[src/rtl/csd_pkg.sv]
`timescale 1ns/1ps
package csd_pkg;
  // Bits needed to hold counts 0 .. limit
  function automatic int unsigned cnt_bits(input int unsigned limit);
    return (limit < 2) ? 1 : $clog2(limit + 1);
  endfunction
endpackage

[src/rtl/csd_level_sync.sv]
`timescale 1ns/1ps
module csd_level_sync #(
  parameter int STAGES = 2
) (
  input  logic clk,
  input  logic rst,
  input  logic d,
  output logic q
);
  logic [STAGES-1:0] chain;

  for (genvar i = 0; i < STAGES; i++) begin : g_stage
    if (i == 0) begin : g_first
      always_ff @(posedge clk) begin
        if (rst) chain[0] <= 1'b0;
        else     chain[0] <= d;
      end
    end else begin : g_next
      always_ff @(posedge clk) begin
        if (rst) chain[i] <= 1'b0;
        else     chain[i] <= chain[i-1];
      end
    end
  end

  assign q = chain[STAGES-1];
endmodule

[src/rtl/csd_edge_detect.sv]
`timescale 1ns/1ps
module csd_edge_detect (
  input  logic clk,
  input  logic rst,
  input  logic lvl,
  output logic edge_seen
);
  logic prev_q;

  always_ff @(posedge clk) begin
    if (rst) prev_q <= 1'b0;
    else     prev_q <= lvl;
  end

  // Either direction of change counts as activity
  assign edge_seen = lvl ^ prev_q;
endmodule

[src/rtl/csd_stall_timer.sv]
`timescale 1ns/1ps
module csd_stall_timer #(
  parameter int TIMEOUT_CYC = 2000,
  parameter int CNT_W       = 11
) (
  input  logic             clk,
  input  logic             rst,
  input  logic             enable,
  input  logic             edge_seen,
  output logic [CNT_W-1:0] cnt,
  output logic             stall_pulse
);
  localparam logic [CNT_W-1:0] CNT_MAX  = CNT_W'(TIMEOUT_CYC);
  localparam logic [CNT_W-1:0] CNT_LAST = CNT_W'(TIMEOUT_CYC - 1);

  logic hit_next;
  assign hit_next = enable && !edge_seen && (cnt == CNT_LAST);

  always_ff @(posedge clk) begin
    if (rst || !enable || edge_seen) begin
      cnt <= '0;
    end else if (cnt != CNT_MAX) begin
      cnt <= cnt + 1'b1;
    end
  end

  // One pulse per stall: fires only on the step into saturation
  always_ff @(posedge clk) begin
    if (rst) stall_pulse <= 1'b0;
    else     stall_pulse <= hit_next;
  end
endmodule

[src/rtl/csd_req_latch.sv]
`timescale 1ns/1ps
module csd_req_latch (
  input  logic clk,
  input  logic rst,
  input  logic stall_pulse,
  input  logic req_ack,
  input  logic other_rst,
  output logic req_q,
  output logic flag_q
);
  always_ff @(posedge clk) begin
    if (rst) begin
      req_q  <= 1'b0;
      flag_q <= 1'b0;
    end else begin
      if (stall_pulse)  req_q <= 1'b1;
      else if (req_ack) req_q <= 1'b0;
      if (stall_pulse)    flag_q <= 1'b1;
      else if (other_rst) flag_q <= 1'b0;
    end
  end
endmodule

[src/rtl/clk_stall_detector.sv]
`timescale 1ns/1ps
module clk_stall_detector
  import csd_pkg::*;
#(
  parameter int TIMEOUT_CYC = 2000,
  parameter int SYNC_STAGES = 2
) (
  input  logic ref_clk,
  input  logic rst,
  input  logic mon_clk,
  input  logic det_enable,
  input  logic req_ack,
  input  logic other_rst,
  output logic stall_req,
  output logic stall_flag
);
  localparam int CNT_W = cnt_bits(TIMEOUT_CYC);

  logic             mon_lvl;
  logic             edge_seen;
  logic [CNT_W-1:0] cnt;
  logic             stall_pulse;

  csd_level_sync #(.STAGES(SYNC_STAGES)) u_sync (
    .clk (ref_clk),
    .rst (rst),
    .d   (mon_clk),
    .q   (mon_lvl)
  );

  csd_edge_detect u_edge (
    .clk       (ref_clk),
    .rst       (rst),
    .lvl       (mon_lvl),
    .edge_seen (edge_seen)
  );

  csd_stall_timer #(.TIMEOUT_CYC(TIMEOUT_CYC), .CNT_W(CNT_W)) u_timer (
    .clk         (ref_clk),
    .rst         (rst),
    .enable      (det_enable),
    .edge_seen   (edge_seen),
    .cnt         (cnt),
    .stall_pulse (stall_pulse)
  );

  csd_req_latch u_latch (
    .clk         (ref_clk),
    .rst         (rst),
    .stall_pulse (stall_pulse),
    .req_ack     (req_ack),
    .other_rst   (other_rst),
    .req_q       (stall_req),
    .flag_q      (stall_flag)
  );
endmodule

[config.mk]
export PLATFORM = sky130hd
export DESIGN_NAME = clk_stall_detector
export DESIGN_NICKNAME = d
export VERILOG_FILES = /design/src/rtl/csd_pkg.sv /design/src/rtl/csd_level_sync.sv /design/src/rtl/csd_edge_detect.sv /design/src/rtl/csd_stall_timer.sv /design/src/rtl/csd_req_latch.sv /design/src/rtl/clk_stall_detector.sv
export SDC_FILE = /design/constraint.sdc
export NUM_CORES = 1
export LEC_CHECK = 0
export ABC_CLOCK_PERIOD_IN_PS = 1620
export BUFFER_PORTS_ARGS = -buffer_cell sky130_fd_sc_hd__buf_2
export CAP_MARGIN = 0
export CORE_UTILIZATION = 53
export DETAILED_ROUTE_END_ITERATION = 12
export PLACE_DENSITY_LB_ADDON = 0.2
export SLEW_MARGIN = 20
export SYNTH_ARGS = -nofsm -noshare
export SYNTH_HDL_FRONTEND = slang
export SYNTH_SLANG_ARGS = --single-unit
export TNS_END_PERCENT = 20
[constraint.sdc]
create_clock -name ref_clk -period 1.62 [get_ports ref_clk]
set_clock_uncertainty 0.05 [all_clocks]
set_input_delay 0.243 -clock ref_clk [delete_from_list [all_inputs] [get_ports ref_clk]]
set_output_delay 0.243 -clock ref_clk [all_outputs]
set_load 0.01 [all_outputs]
* Yosys cells after proc, flatten, opt, wreduce, memory -nomap -nowiden
Index checks and enable logic that the tools add are counted.
Cells by class: reduce and logical (&&, ||, !) cells 8, eq/ne operators 2, mux-type cells 4, $add $sub $neg 1, bitwise logic cells 1
Operator list (number):
- 11-bit by 1-bit adder with 11-bit output, second input constant | 1
- 11-bit equality test, second input constant | 1
- 11-bit != test, second input constant | 1
- 1-bit 2-to-1 mux | 4
- 2-bit nonzero test | 2
- 1-bit logical AND | 2
- 1-bit logical NOT | 2
- 1-bit logical OR | 2
- 1-bit XOR | 1
Storage, ports and cells: flip-flop bits (word level) 17, output and inout port bits 2, input port bits 6

* Depth between registers and ports, before layout
depth in word-level cells 4, gate-level depth with buffers 5, depth with buffers taken out 5

* Hierarchy
A second synthesis with hierarchy kept.
Unflattened totals: cell total of the unflattened synthesis 79, area, all modules 734.5 um^2
Modules (own cells, without submodules):
- csd_stall_timer | cells each 65, area an instance 580.6 um^2, instances 1
- csd_req_latch | cells each 7, area an instance 66.3 um^2, instances 1
- csd_level_sync | cells each 4, area an instance 52.6 um^2, instances 1
- csd_edge_detect | cells each 3, area an instance 35.0 um^2, instances 1

* Least setup slack after synthesis
No wires, ideal clock.
kind reg-to-reg, start register u_timer.cnt[0], end register u_timer.cnt[10], arrival time 1.298 ns, slack 0.201 ns, data required time 1.499 ns, stages on the path, launching flop included 5, cells stage by stage dfxtp_1 -> ha_1 -> nand3_2 -> or4_1 -> a21oi_1
On the way: longest elaborated chain between the ends 1, elaborated cells between the ends (all ways) 2, classes of those cells add/sub: 1; eq/ne: 1
Ends and longest elaborated chain:
- start: declaration | line csd_stall_timer.sv:10 | output logic [CNT_W-1:0] cnt,
- start signal: assignment | line csd_stall_timer.sv:23 | cnt <= cnt + 1'b1;
- 11-bit by 1-bit adder with 11-bit output / 11-bit != test (equally long branches) | line csd_stall_timer.sv:23, csd_stall_timer.sv:22
Several ways; a longest one is shown, not always the timed one. A chain may end at the register's enable or synchronous reset.

* Worst setup path after layout
Same ends and word-level chain as after synthesis.

==> run metrics <==
Worst EP required=1.81 ns; drt total wl=1400 um; Slew headroom=0.809; pre-CTS setup slack=0.0783 ns; startpoint types=flip-flop; clk sink count=17; Nets=100; Slew Viols, Final=0; Synth Area in XOR/XNOR=0.0486; Mapped Cells=77; CTS root buffer=clkbuf_4; Vias=614; fraction of layout cells with a size suffix above 1=0.242; worst hold path class=input pin to flip-flop; fin util=0.703; GP Congestion=0.786; Area growth syn-to-layout=15.6%; core area=0.00119 sq mm; mux share of post-synthesis cell area=0.0278; Simple-Gate Fraction of Synth Area=0.281; Leak=0.299 nW; final setup violating endpoints=0; die area=0.00151 sq mm; Slew @ Worst Pin=0.284 ns; Layout Cells excl Fill=105; fraction of registers with async set/reset=0; Hold WS=0.120 ns; global route total overflow=0; post-DP HPWL=987 um; clk_lat worst skew=0.30 ns; post-synthesis sequential area ratio=0.472; All-Layer GR Usage=0.217; CTS Hold Buffers Added=0; Max-Cap Viols=0; standard-cell rows=12; arrival time worst endpoint=1.67 ns; Tcrit/Tclk final=0.918; Mapped Nets=85; die height=38.9 um; Die X=38.9 um; Filler Cell Count=100; Port Buffers=7; top_reg_cell synth=dfxtp_1; 1st-iter DRT viols=16; Avg Cell Area, Syn=9.36 sq um; number of flops mapped to enable cells by yosys=0; Max IR drop VDD=624 uV; Fin. Hold Viols=0; Post-Layout Inst Area=833 sq um; CTS H-tree depth=1; total CTS buffers=3; Post-DP Area=796 sq um; FF+latch area=343 sq um; crit end category=flip-flop; TritonCTS clock tree=done; status=finished clean; IO Count=8; routed len/inst=13.3 um; first-pass GRT wire length=2110 um; vias in the first global route=479; post-synthesis adder-cell area fraction=0.0347; Fmax=673 MHz; #FFs+latches synth=17; RSZ-0062 raised after global routing=false; library cells used by synthesis=25; Synth Area in Compound Gates=0.104; setup TNS=0 ns; largest net degree at the start of global routing=11; worst setup path category=flip-flop to flip-flop; ant diodes=0; DRC=0; Longest Clk Path Bufs=2; setup ws final=0.133 ns; yosys warns=0; vias per cell=5.85; area of the multi-input gates=365 sq um; most frequent cells in the layout=15 x dfxtp_1, 8 x a21oi_1, 7 x nand3_1, 7 x buf_2, 6 x inv_1; Placed Instances=101; min cycle time layout=1.49 ns; Initial Util=0.608; ANT nets after route=0; clock-pin slew on the worst setup and hold paths=0.10 ns; area of the mapped netlist=721 sq um; Pwr per Cell Area=831 mW/mm^2; Final Power=0.693 mW; main combinational cell family by area after synthesis=simple AND/OR/NAND/NOR gates; DR pass1 iterations=4; initial antenna violation count=0; CP Max Fanout=8; most common cell after layout, fill and taps aside=dfxtp_1
## worst max-delay path, stage by stage (launching register included)
cell	delay (ns)
dfxtp_2	0.37
ha_1	0.24
nand3_4	0.13
or4_1	0.48
a21oi_1	0.15
## what timing repair did
item | CTS | global route
resized for setup | 0 | 3
setup endpoints to repair | 0 | 3
buffers inserted | 0 | 0
## flip-flops by register name, summed over array words and instances, names as in the netlist
| signal | flops |
|---|---|
| u_edge.prev_q | 1 |
| u_latch.flag_q | 1 |
| u_latch.req_q | 1 |
| u_sync.chain | 1 |
| u_sync.q | 1 |
| u_timer.cnt | 11 |
| u_timer.stall_pulse | 1 |
## layer usage
layer / up-vias / part of all wire / GRT usage
met5: - / 0 / 0
met4: 0 / 0.016 / 0.0517
met3: 4 / 0.053 / 0.104
met2: 16 / 0.47 / 0.367
met1: 291 / 0.45 / 0.242
li1: 303 / - / -
## kinds of logic after synthesis
logic type,count (synthesis)
compound gates,14
xor+xnor,4
fa+ha+maj,2
buf+inv,6
flops,17
mux,2
simple gates,32
## cell type report
class / instances / area share
inverter: 6 / 0.0270
clock inverter: 1 / 0.00601
timing repair buffer: 10 / 0.0691
tap: 14 / 0.0210
clock buffer: 3 / 0.0270
sequential: 17 / 0.411
multi-input combinational: 54 / 0.438
## worst paths after layout
| path | slack (ns) | endpoint | depth (start not counted) | from |
|---|---|---|---|---|
| worst max-delay path | 0.13 | u_timer.cnt[10] | 4 | u_timer.cnt[0] |
| worst min-delay path | 0.12 | u_latch.req_q | 2 | rst |
| worst max register to register | 0.13 | u_timer.cnt[10] | 4 | u_timer.cnt[0] |
| worst min register to register | 0.42 | u_sync.q | 1 | u_sync.chain[0] |
## power by group
part	switching, mW	leakage [nW]	internal, mW
Sequential	0.00419	0.138	0.424
Combinational	0.0176	0.143	0.0172
Clock	0.138	0.0177	0.0922
## Yosys cell counts (all sizes together), types with 2 or more instances
cell	count	area (sq um)
dfxtp	17	340
a21oi	8	40.0
nand3	8	45.0
inv	6	22.5
nor2	4	15.0
nor2b	4	25.0
o21ai	4	20.0
or3	4	27.5
nand2	3	13.8
xnor2	3	26.3
ha	2	25.0
mux2i	2	20.0
nand4	2	18.8
o31ai	2	15.0
or4	2	15.0
(Power assumes the default switching activity.)
